**config.mk**
```make
export PLATFORM = sky130hd
export DESIGN_NAME = stp_port_gate_top
export DESIGN_NICKNAME = d
export VERILOG_FILES = /design/src/rtl/stp_gate_pkg.sv /design/src/rtl/stp_state_decode.sv /design/src/rtl/stp_port_gate.sv /design/src/rtl/stp_port_gate_top.sv
export SDC_FILE = /design/constraint.sdc
export NUM_CORES = 1
export LEC_CHECK = 0
export ABC_AREA = 1
export BUFFER_PORTS_ARGS = -buffer_cell sky130_fd_sc_hd__clkbuf_2
export CAP_MARGIN = 15
export CORE_MARGIN = 1
export CORE_UTILIZATION = 43
export DETAILED_ROUTE_END_ITERATION = 7
export PLACE_DENSITY = 0.88
export RECOVER_POWER = 50
export SLEW_MARGIN = 15
export SYNTH_ARGS = -nofsm -noshare
export SYNTH_HDL_FRONTEND = slang
export SYNTH_SLANG_ARGS = --single-unit
```
**constraint.sdc**
```tcl
create_clock -name clk -period 0.9 [get_ports clk]
set_clock_uncertainty 0.1 [all_clocks]
set_input_delay 0.045 -clock clk [delete_from_list [all_inputs] [get_ports clk]]
set_output_delay 0.045 -clock clk [all_outputs]
set_load 0.03 [all_outputs]
```
**src/rtl/stp_gate_pkg.sv**
```systemverilog
package stp_gate_pkg;
  localparam int STATE_W = 3;

  typedef enum logic [STATE_W-1:0] {
    ST_LISTEN  = 3'd0,
    ST_RX_ONLY = 3'd1,
    ST_TX_ONLY = 3'd2,
    ST_LEARN   = 3'd3,
    ST_FORWARD = 3'd7
  } stp_code_e;

  typedef struct packed {
    logic fwd;
    logic learn;
    logic tx;
  } gate_verdict_t;
endpackage

```
**src/rtl/stp_state_decode.sv**
```systemverilog
module stp_state_decode
  import stp_gate_pkg::*;
(
  input  logic [STATE_W-1:0] state_code,
  input  logic               dma_on,
  output gate_verdict_t      verdict
);
  always_comb begin
    verdict = '0;
    if (dma_on) begin
      case (state_code)
        ST_RX_ONLY: verdict.fwd = 1'b1;
        ST_TX_ONLY: verdict.tx  = 1'b1;
        ST_LEARN:   verdict.learn = 1'b1;
        ST_FORWARD: begin
          verdict.fwd   = 1'b1;
          verdict.learn = 1'b1;
          verdict.tx    = 1'b1;
        end
        default:    verdict = '0;  // listen and unused codes 4..6
      endcase
    end
  end
endmodule

```
**src/rtl/stp_port_gate.sv**
```systemverilog
module stp_port_gate
  import stp_gate_pkg::*;
(
  input  logic               clk,
  input  logic               rst_n,
  input  logic [STATE_W-1:0] state_code,
  input  logic               dma_on,
  input  logic               rx_start,
  input  logic               tx_start,
  output logic               rx_fwd,
  output logic               rx_learn,
  output logic               tx_ok
);
  gate_verdict_t now_v;

  stp_state_decode u_dec (
    .state_code (state_code),
    .dma_on     (dma_on),
    .verdict    (now_v)
  );

  // Verdicts are latched only at frame starts, so mid-frame changes wait.
  always_ff @(posedge clk) begin
    if (!rst_n) begin
      rx_fwd   <= 1'b0;
      rx_learn <= 1'b0;
      tx_ok    <= 1'b0;
    end else begin
      if (rx_start) begin
        rx_fwd   <= now_v.fwd;
        rx_learn <= now_v.learn;
      end
      if (tx_start) begin
        tx_ok <= now_v.tx;
      end
    end
  end

  p_rx_hold_r9: assert property (@(posedge clk) disable iff (!rst_n)
    !rx_start |=> $stable(rx_fwd) && $stable(rx_learn));
  p_tx_hold_r9: assert property (@(posedge clk) disable iff (!rst_n)
    !tx_start |=> $stable(tx_ok));
  p_rx_off_r8: assert property (@(posedge clk) disable iff (!rst_n)
    (rx_start && !dma_on) |=> (!rx_fwd && !rx_learn));
  p_tx_off_r8: assert property (@(posedge clk) disable iff (!rst_n)
    (tx_start && !dma_on) |=> !tx_ok);
  p_listen_r2: assert property (@(posedge clk) disable iff (!rst_n)
    (rx_start && state_code == 3'd0) |=> (!rx_fwd && !rx_learn));
  p_learn_only_r5: assert property (@(posedge clk) disable iff (!rst_n)
    (rx_start && dma_on && state_code == 3'd3) |=> (rx_learn && !rx_fwd));
  p_full_fwd_r6: assert property (@(posedge clk) disable iff (!rst_n)
    (rx_start && tx_start && dma_on && state_code == 3'd7)
      |=> (rx_fwd && rx_learn && tx_ok));
endmodule

```
**src/rtl/stp_port_gate_top.sv**
```systemverilog
module stp_port_gate_top
  import stp_gate_pkg::*;
#(
  parameter int NUM_PORTS = 4
) (
  input  logic                         clk,
  input  logic                         rst_n,
  input  logic [NUM_PORTS*STATE_W-1:0] port_state,
  input  logic [NUM_PORTS-1:0]         dma_en,
  input  logic [NUM_PORTS-1:0]         rx_start,
  input  logic [NUM_PORTS-1:0]         tx_start,
  output logic [NUM_PORTS-1:0]         rx_fwd,
  output logic [NUM_PORTS-1:0]         rx_learn,
  output logic [NUM_PORTS-1:0]         tx_ok
);
  for (genvar p = 0; p < NUM_PORTS; p++) begin : g_port
    stp_port_gate u_gate (
      .clk        (clk),
      .rst_n      (rst_n),
      .state_code (port_state[p*STATE_W +: STATE_W]),
      .dma_on     (dma_en[p]),
      .rx_start   (rx_start[p]),
      .tx_start   (tx_start[p]),
      .rx_fwd     (rx_fwd[p]),
      .rx_learn   (rx_learn[p]),
      .tx_ok      (tx_ok[p])
    );
  end

  p_reset_r1: assert property (@(posedge clk)
    !rst_n |=> (rx_fwd == '0 && rx_learn == '0 && tx_ok == '0));
endmodule

```
---- Word level (Yosys, flattened, before mapping) ----
Cells that the tools add are included.
storage, ports and cells
  input bits .............................. 26
  bits in registers ....................... 12
  latch bits .............................. 0
  bits in read-only memories .............. 0
  memories kept ........................... 0
  bits in writable memories ............... 0
  output and inout bits ................... 12
operators by class
  equal/unequal tests ..................... 16
  reduce and logical (&&, ||, !) cells .... 12
  mux-type cells .......................... 16
  divide/modulo/power cells ............... 0
  multiply operators ...................... 0
  shift operators ......................... 0
  bitwise gates (word level) .............. 0
  add/sub/neg operators ................... 0
  $lt $le $gt $ge ......................... 0
operators with widths
  operator              number
  $eq A3 B2 Y1 const B  8
  $reduce_or A2 Y1      12
  $eq A3 B1 Y1 const B  4
  $eq A3 B3 Y1 const B  4
  $mux W1               12
  $mux W3               4

---- Logic depth before layout (Yosys ltp) ----
Gate-level depths: netlist of the first run.
  depth in word-level cells ............... 4
  depth in mapped cells ................... 5

---- Cells and area by module ----
A second synthesis of the first run with hierarchy kept.
second synthesis, totals
  cell total of the unflattened synthesis .. 116
  area total of the unflattened synthesis .. 640.6 um2
modules (own cells, without submodules)
  module            cells each  instances  area each (um2)
  stp_port_gate     18          4          116.4
  stp_state_decode  11          4          43.8

---- Least setup slack after synthesis of the first run ----
No wires, ideal clock.
  path type ............................... register to register
  start ................................... register, netlist name g_port[0].u_gate.tx_ok
  end ..................................... register g_port[0].u_gate.tx_ok
  arrival ................................. 0.505 ns
  slack ................................... 0.174 ns
  setup time .............................. 0.122 ns
  cell stages (with the launch flop) ...... 3
  buffers on the path ..................... 0
  data required time ...................... 0.678 ns
  period minus slack after synthesis ...... 0.726 ns
  cells stage by stage .................... dfxtp_1 > o21ai_0 > a21oi_2
RTL lines
  item                    line                 source
  end signal: assignment  stp_port_gate.sv:34  tx_ok <= now_v.tx;
  end: declaration        stp_port_gate.sv:12  output logic tx_ok

==> results.json, run 1 <==
{
  "outcome": "complete, but fails checks",
  "violations": "setup timing",
  "grt_max_degree": 9,
  "finalSetupViolations": 1,
  "startpoint_type": "input pin",
  "drv_cap": 0,
  "worstPathBufferInverterCount": 2,
  "core_mm2": 0.00152,
  "cts_tree": "done",
  "post_drt_wl_per_cell_um": 10.7,
  "synth.cell_area_um2": 706,
  "yosys.cell_types.count": 10,
  "ios": 38,
  "syn_inst": 109,
  "vias": 780,
  "synth_fp_nets": 135,
  "ff2ff_path_depth": 2,
  "diodes": 0,
  "wl_um": 1770,
  "post-route-min-period_ns": 0.917,
  "max_slew.worst_pin.slew_ns": 0.324,
  "endpoint_kind": "register",
  "p_sw_uw": 360,
  "groute.usage.overall_pct": 21.9,
  "syn_area_per_cell_um2": 6.47,
  "min_from": "port_state[8]",
  "powerDensity_mw_per_mm2": 1110,
  "area_growth_pct": 59.8,
  "die_h_um": 42.5,
  "first_iter_violations": 13,
  "critical_path_depth": 5,
  "crit_required_ns": 0.99,
  "cts.path.max_buffers": 2,
  "critical-path-max-stage-delay_ns": 0.58,
  "min_period_over_period_pct": 102,
  "hold_viol": 0,
  "layout_common_cells": "nand2_1 (28), inv_1 (20), clkbuf_2 (19)",
  "timing.final.max_slew_violations": 0,
  "dieWidth_um": 42.5,
  "worstPathCellList": "dlygate4sd3_1 -> nand2_2 -> inv_1 -> nand3_1 -> a21oi_2",
  "p_comb_share_pct": 27.9,
  "drtPass1Iterations": 4,
  "fmax_mhz": 1090,
  "path_class": "in -> reg",
  "yosysSeqAreaShare_pct": 34.0,
  "yosysWarnings": 0,
  "initial_utilization_pct": 46.3,
  "timing.rr.start": "g_port[1].u_gate.tx_ok",
  "row_count": 14,
  "max_slew_margin_pct": 78.4,
  "drive_above_1_share_pct": 38.3,
  "final_common_cell": "nand2_1",
  "timing.final.ws_setup_ns": -0.0168,
  "clk_pin_slew_ns": 0.07,
  "nets": 177,
  "antenna_found_initial": 0,
  "worstHoldPathCells": 4,
  "cts_setup_buffers": 0,
  "die_area_mm2": 0.00181,
  "pre_cts_ws_ns": 0.158,
  "min_path_type": "in -> reg",
  "io_buffers": 37,
  "crit_path_top_delay_cell": "dlygate4sd3_1",
  "p_leak_uw": 0.000608,
  "grt_pass1_vias": 769,
  "dp_hpwl_um": 1100,
  "clk_latency_ns": 0.26,
  "cp_max_fo": 2,
  "utilization_pct": 74.0,
  "swShare_pct": 28.8,
  "drcViolationCount": 0,
  "p_int_uw": 891,
  "root_buffer": "clkbuf_4",
  "grt_pass1_wl_um": 2930,
  "synth-seq-cells": 12,
  "gp_congestion": 0.736,
  "postRouteAntennaNets": 0,
  "rsz0062_at_grt": "true",
  "cts.sinks": 12,
  "grt_overflow_total": 0,
  "arrival_ns": 1.01,
  "seqPwrFrac_pct": 46.1,
  "cp-startpoint": "rx_start[1]",
  "htreeDepth": 1,
  "viasPerCell": 4.73,
  "clock_power_share_pct": 26.0,
  "critPathTopFamily": "buffers and inverters",
  "numCtsBuffers": 3,
  "peakVddDrop_uv": 813
}
-- routing by layer --
layer	share of wire [%]	up-vias	wire length (um)	track usage, %
met3	3.2	4	57	7.33
met4	1.3	0	23	6.88
li1	-	406	-	-
met2	59	23	1050	45.8
met1	36	347	635	18.4
met5	0	-	0	0
-- state kept, by name, indices dropped and copies added, names as in the netlist --
register,flops
g_port.u_gate.rx_fwd,4
g_port.u_gate.rx_learn,4
g_port.u_gate.tx_ok,4
-- cell usage after synthesis --
cell type / n / area (um^2)
inv_1: 21 / 78.8
a21oi_1: 7 / 35.0
a21oi_2: 5 / 43.8
nand3_1: 8 / 40.0
o21ai_0: 4 / 20.0
dfxtp_1: 12 / 240
nor2_1: 8 / 30.0
nand2_2: 3 / 18.8
buf_4: 12 / 90.1
nand2_1: 29 / 109
-- worst min-delay path, delay by kind of cell --
family | cells | cell delay (ns)
AO/OA/AOI/OAI | 1 | 0.05
AND/OR/NAND/NOR | 2 | 0.15
buffers and inverters | 1 | 0.09
-- what timing repair did --
action,4_1_cts,5_1_grt
endpoints found under the setup margin,12,19
hold buffers,16,1
pin swaps,0,1
resized for setup,36,19
endpoints found under the hold margin,12,4
-- power by group through the flow --
stage | registers [uW] | clock network [uW] | logic (uW)
3_3_place_gp | 574 | 0 | 244
4_1_cts | 570 | 339 | 338
6_report | 576 | 325 | 349
5_1_grt | 579 | 362 | 382
2_1_floorplan | 573 | 0 | 175
3_5_place_dp | 575 | 0 | 252
-- final cells by class --
type / count / area [um^2]
Timing Repair Buffer: 49 / 448
Fill cell: 120 / 397
Multi-Input combinational cell: 64 / 303
Sequential cell: 12 / 255
Inverter: 21 / 78.8
Clock buffer: 3 / 22.5
Tap cell: 16 / 20.0
-- per-stage QoR --
stage          total power (uW)  cell area (um^2)  setup TNS [ns]  hold slack (ns)  cells
2_1_floorplan               748               706               0           0.0292    109
3_3_place_gp                818               821               0            0.141    150
3_5_place_dp                827               821               0            0.143    150
4_1_cts                    1250              1120         -0.0356          0.00162    169
5_1_grt                    1320              1130          -0.276           0.0397    165
6_report                   1250              1130         -0.0168           0.0120    165
-- path summary, 6_finish.rpt --
kind | to | slack (ns)
worst max-delay path | g_port[1].u_gate.rx_fwd | -0.02
worst min-delay path | g_port[2].u_gate.tx_ok | 0.01
worst min register to register | g_port[0].u_gate.rx_fwd | 0.38
worst max register to register | g_port[1].u_gate.tx_ok | 0.12
-- logic make-up (layout without fill, tap and decap cells) --
family	Yosys count	in the layout	synth area share, %
AO/OA/AOI/OAI	16	16	14.0
buffers and inverters	33	73	23.9
flip-flops	12	12	34.0
AND/OR/NAND/NOR	48	48	28.0
No activity file was read; power rests on OpenSTA's default activity.
==> run 2: changes to the inputs <==
--- a/config.mk
+++ b/config.mk
@@ -7,11 +7,11 @@
 export LEC_CHECK = 0
 export ABC_AREA = 1
 export BUFFER_PORTS_ARGS = -buffer_cell sky130_fd_sc_hd__clkbuf_2
-export CAP_MARGIN = 15
+export CAP_MARGIN = 10
 export CORE_MARGIN = 1
-export CORE_UTILIZATION = 43
+export CORE_UTILIZATION = 35
 export DETAILED_ROUTE_END_ITERATION = 7
-export PLACE_DENSITY = 0.88
+export PLACE_DENSITY = 0.76
 export RECOVER_POWER = 50
 export SLEW_MARGIN = 15
 export SYNTH_ARGS = -nofsm -noshare
==> run 2 against run 1 <==
Net effect:
- the flow finishes with violations (hold timing, setup timing)
- clock power grew 34%
- sequential share of layout area shrank 0.78 points
- setup slack lost 0.0023 ns
- via count grew 1.5%
- combinational power grew 2%
- routed wire length grew 5.9%
- final cell count grew 7.3%
- die area grew 22%
- total power grew 9.4%
- global-route usage shrank 2.1 points
- register-to-register slack lost 0.07 ns
- critical endpoint is now g_port[1].u_gate.tx_ok
==> results.json, run 2 (synthesis gave the netlist of run 1 again) <==
{
  "hold_viol": 3,
  "grt_pass1_wl_um": 2990,
  "groute.usage.overall_pct": 19.8,
  "vias": 792,
  "p_int_uw": 984,
  "top_layer": "met4",
  "p_sw_uw": 384,
  "wl_um": 1870,
  "die_area_mm2": 0.00220,
  "grt_overflow_total": 0,
  "row_count": 15,
  "nets": 179,
  "core_mm2": 0.00180,
  "peakVddDrop_uv": 753,
  "die_h_um": 46.9,
  "clk_latency_ns": 0.27,
  "timing.final.ws_setup_ns": -0.0192,
  "max_slew.worst_pin.slew_ns": 0.267,
  "violations": "hold timing, setup timing",
  "ff2ff_path_depth": 3,
  "p_leak_uw": 0.000613,
  "drive_above_1_share_pct": 42.8,
  "clock_power_share_pct": 31.7,
  "utilization_pct": 64.8,
  "rsz0062_at_grt": "true",
  "seqPwrFrac_pct": 42.2,
  "fin_setup_tns_ns": -0.0192,
  "drv_cap": 0,
  "timing.final.max_slew_violations": 0,
  "clk_pin_slew_ns": 0.08,
  "pre_cts_ws_ns": 0.124,
  "diodes": 0,
  "arrival_ns": 0.98,
  "dp_cells": 159,
  "timing.rr.start": "g_port[2].u_gate.rx_learn",
  "gp_congestion": 0.781,
  "p_comb_share_pct": 26.1,
  "root_buffer": "clkbuf_4",
  "initial_utilization_pct": 39.2,
  "final_common_cell": "nand2_1",
  "instances_no_fill": 177,
  "wl_met1_um": 674,
  "r2r_end": "g_port[2].u_gate.rx_learn",
  "post-route-min-period_ns": 0.919,
  "cts_tree": "done",
  "path_class": "in -> reg",
  "max_slew_margin_pct": 82.2,
  "area_growth_pct": 65.4,
  "antenna_found_initial": 0,
  "cp-startpoint": "tx_start[1]",
  "swShare_pct": 28.1,
  "htreeDepth": 1,
  "postRouteAntennaNets": 0,
  "ios": 38,
  "post_drt_wl_per_cell_um": 10.6,
  "outcome": "complete, but fails checks",
  "viasPerCell": 4.47,
  "num-fill-cells": 163,
  "io_buffers": 37,
  "fin_hold_ws_ns": -0.0264,
  "startpoint_type": "input pin",
  "cts.path.max_buffers": 2,
  "min_path_type": "in -> reg",
  "cp_max_fo": 2,
  "fmax_mhz": 1090,
  "r2r_slack_ns": 0.05,
  "drcViolationCount": 0,
  "min_period_over_period_pct": 102,
  "endpoint": "g_port[1].u_gate.tx_ok",
  "finalSetupViolations": 1,
  "first_iter_violations": 7,
  "numCtsBuffers": 3,
  "grt_pass1_vias": 790,
  "crit_required_ns": 0.96,
  "route.met3.wl_um": 88,
  "powerDensity_mw_per_mm2": 1170,
  "drtPass1Iterations": 4,
  "dieWidth_um": 46.9,
  "grt_max_degree": 9,
  "dr_wl_met2_um": 1060,
  "cts.sinks": 12,
  "top_regs": "g_port.u_gate.rx_fwd (4), g_port.u_gate.rx_learn (4), g_port.u_gate.tx_ok (4)",
  "dp_hpwl_um": 1260,
  "endpoint_kind": "register",
  "layout_common_cells": "nand2_1 (27), clkbuf_2 (20), inv_1 (19)"
}
[run 2: changes by cell type in the layout (fill, tap and decap cells not counted), sizes merged]
cell and delta:
buf +3, dlygate4sd3 +1, dlymetal6s4s -2, clkbuf +1
[run 2: cell type report]
class | instances | area [um^2] | share of cell area, %
clock buffer | 4 | 36.3 | 3.11
sequential | 12 | 255 | 21.9
tap | 25 | 31.3 | 2.68
inverter | 21 | 78.8 | 6.75
multi-input combinational | 64 | 309 | 26.5
timing repair buffer | 51 | 457 | 39.1
[run 2: critical path, cell delays in order]
cell	delay (ns)
dlygate4sd3_1	0.54
clkbuf_2	0.12
o21ai_0	0.22
a21oi_2	0.05
[run 2: repair_timing]
action	in CTS	in global routing
setup endpoints to repair	12	22
gates cloned	0	0
resized for setup	36	21
pin swaps	0	3
hold buffers	16	1
hold endpoints to repair	12	1
setup buffers	2	1
[run 2: through the flow]
| stage | power [uW] | cell area, um^2 |
|---|---|---|
| after floorplan | 748 | 706 |
| after global placement | 819 | 832 |
| after detailed placement | 832 | 832 |
| after CTS | 1370 | 1160 |
| after global routing | 1450 | 1170 |
| final | 1370 | 1170 |
[run 2: power groups by stage]
stage / clock network (uW) / registers [uW] / logic (uW)
after global routing: 483 / 580 / 392
after global placement: 0 / 574 / 245
after CTS: 448 / 571 / 347
final: 434 / 577 / 357
after floorplan: 0 / 573 / 175
after detailed placement: 0 / 576 / 256
[run 2: how the worst min path moves through the flow]
stage | end | cells after the start | from
after floorplan | g_port[0].u_gate.tx_ok | 1 | tx_start[0]
after global placement | g_port[2].u_gate.tx_ok | 2 | tx_start[2]
after detailed placement | g_port[0].u_gate.tx_ok | 2 | tx_start[0]
after CTS | g_port[1].u_gate.rx_fwd | 4 | port_state[5]
after global routing | g_port[2].u_gate.tx_ok | 3 | rst_n
final | g_port[2].u_gate.tx_ok | 3 | rst_n
[run 2: layer usage]
layer	track usage [%]	vias to the layer above
li1	-	409
met1	17.4	349
met2	40.8	28
met3	6.15	6
met4	6.86	0
met5	0	-
==> run 3: changes to the inputs <==
--- a/config.mk
+++ b/config.mk
@@ -13,6 +13,7 @@
 export DETAILED_ROUTE_END_ITERATION = 7
 export PLACE_DENSITY = 0.76
 export RECOVER_POWER = 50
+export SETUP_SLACK_MARGIN = 0.5
 export SLEW_MARGIN = 15
 export SYNTH_ARGS = -nofsm -noshare
 export SYNTH_HDL_FRONTEND = slang
==> run 3 against run 2 <==
Net effect:
- the run still ends with hold timing, setup timing left
- clock-buffer cell count is the same
- sequential share of layout area grew 0.83 points
- critical path depth shrank 3
- setup slack gained 0.010 ns
- die area is the same
- register-to-register slack gained 0.02 ns
- worst hold slack lost 0.11 ns
- global-route usage shrank 3.1 points
- final cell count shrank 3.4%
- flip-flop and latch count is the same
- utilization shrank 2.4 points
- critical endpoint is now rx_learn[3]
- design area shrank 3.6%
==> results.json, run 3 (synthesis gave the netlist of run 1 again) <==
{
  "p_int_uw": 973,
  "antenna_found_initial": 0,
  "worstPathBufferInverterCount": 1,
  "die_h_um": 46.9,
  "worstPathCellList": "buf_8",
  "min_period_over_period_pct": 101,
  "worstHoldPathCells": 2,
  "p_comb_share_pct": 25.7,
  "postRouteAntennaNets": 0,
  "cts.sinks": 12,
  "rsz0062_at_grt": "true",
  "endpoint_kind": "output pin",
  "gp_congestion": 0.725,
  "startpoint_type": "register",
  "critical-path-max-stage-delay_ns": 0.36,
  "root_buffer": "clkbuf_4",
  "diodes": 0,
  "cts_tree": "done",
  "clock_power_share_pct": 32.0,
  "outcome": "complete, but fails checks",
  "pre_cts_ws_ns": 0.188,
  "p_leak_uw": 0.000615,
  "clk_latency_ns": 0.28,
  "powerDensity_mw_per_mm2": 1220,
  "final_common_cell": "nand2_1",
  "grt_pass1_vias": 670,
  "p_sw_uw": 394,
  "row_count": 15,
  "post_drt_wl_per_cell_um": 10.2,
  "drive_above_1_share_pct": 55.5,
  "clk_pin_slew_ns": 0.08,
  "seqPwrFrac_pct": 42.3,
  "peakVddDrop_uv": 615,
  "multiInputGateArea_um2": 350,
  "arrival_ns": 0.76,
  "fin_hold_ws_ns": -0.141,
  "timing.final.ws_setup_ns": -0.00891,
  "cp_max_fo": 2,
  "first_iter_violations": 11,
  "critical_path_depth": 1,
  "layout_common_cells": "nand2_1 (26), clkbuf_2 (25), inv_1 (21)",
  "io_buffers": 37,
  "fin_setup_tns_ns": -0.0186,
  "ios": 38,
  "grt_pass1_wl_um": 2460,
  "groute.usage.overall_pct": 16.7,
  "dp_hpwl_um": 1250,
  "fmax_mhz": 1100,
  "crit_path_top_delay_cell": "dfxtp_2",
  "violations": "hold timing, setup timing",
  "vias": 775,
  "nets": 173,
  "grt_overflow_total": 0,
  "grt_max_degree": 9,
  "path_class": "reg -> out",
  "critPathTopFamily": "flip-flops",
  "min_path_type": "in -> reg",
  "final_area_mm2": 0.00112,
  "ff2ff_path_depth": 3,
  "dieWidth_um": 46.9,
  "swShare_pct": 28.8,
  "core_mm2": 0.00180,
  "htreeDepth": 1,
  "num-fill-cells": 156,
  "seq_area_um2": 255,
  "drtPass1Iterations": 4,
  "crit_required_ns": 0.75,
  "numCtsBuffers": 3,
  "top_regs": "g_port.u_gate.rx_fwd (4), g_port.u_gate.rx_learn (4), g_port.u_gate.tx_ok (4)",
  "wl_um": 1750,
  "cts.path.max_buffers": 2,
  "drv_cap": 0,
  "viasPerCell": 4.53,
  "dpl_cell_area_um2": 865,
  "hold_viol": 9,
  "timing.final.max_slew_violations": 0,
  "finalSetupViolations": 5,
  "post-route-min-period_ns": 0.909,
  "max_slew.worst_pin.slew_ns": 0.311,
  "max_slew_margin_pct": 79.2,
  "drcViolationCount": 0,
  "initial_utilization_pct": 39.2,
  "die_area_mm2": 0.00220,
  "area_growth_pct": 59.4
}
run 3: changes by cell type in the layout (fill, tap and decap cells not counted), moves of 2 or more:
cell           previous run  this run
a21oi_1                   5         2
a21oi_2                   7        10
buf_4                     3         6
buf_6                     0         2
clkbuf_2                 20        25
dlygate4sd3_1            15         0
inv_1                    19        21
inv_2                     2         0
o21ai_0                   3         0
o21ai_2                   0         3
run 3: timing repair:
action,4_1_cts,5_1_grt
setup endpoints to repair,24,24
pin swaps,0,2
hold endpoints to repair,11,8
gates resized for setup,29,23
buffers inserted,7,0
run 3: per-stage QoR:
stage	instances	util, %	power (uW)
2_1_floorplan	109	-	763
3_5_place_dp	160	48.0	848
4_1_cts	171	59.2	1330
6_report	171	62.4	1370
5_1_grt	171	62.4	1420
3_3_place_gp	160	48.0	838
run 3: cell type report:
cell class              count  share of cell area (%)
multi-input cells          64                    31.1
well taps                  25                    2.78
repair buffers             45                    33.1
inverters                  21                    7.01
flip-flops and latches     12                    22.7
clock buffers               4                    3.23
run 3: final timing paths:
kind / start / endpoint / slack, ns
max: g_port[3].u_gate.rx_learn / rx_learn[3] / -0.009
max reg2reg: g_port[3].u_gate.rx_learn / g_port[3].u_gate.rx_learn / 0.07
min: tx_start[0] / g_port[0].u_gate.tx_ok / -0.14
min reg2reg: g_port[1].u_gate.rx_fwd / g_port[1].u_gate.rx_fwd / 0.37
run 3: power groups by stage:
stage	Sequential, uW	Clock (uW)	Combinational (uW)
after global routing	581	456	385
after detailed placement	583	0	265
after CTS	571	435	323
after global placement	581	0	258
final	578	438	351
after floorplan	580	0	183
run 3: per-layer routing:
metal	vias to the layer above	track usage [%]	routed length (um)
li1	400	-	-
met1	332	16.1	639
met2	34	29.2	948
met3	9	4.23	87
met4	0	14.9	71
met5	-	0	0
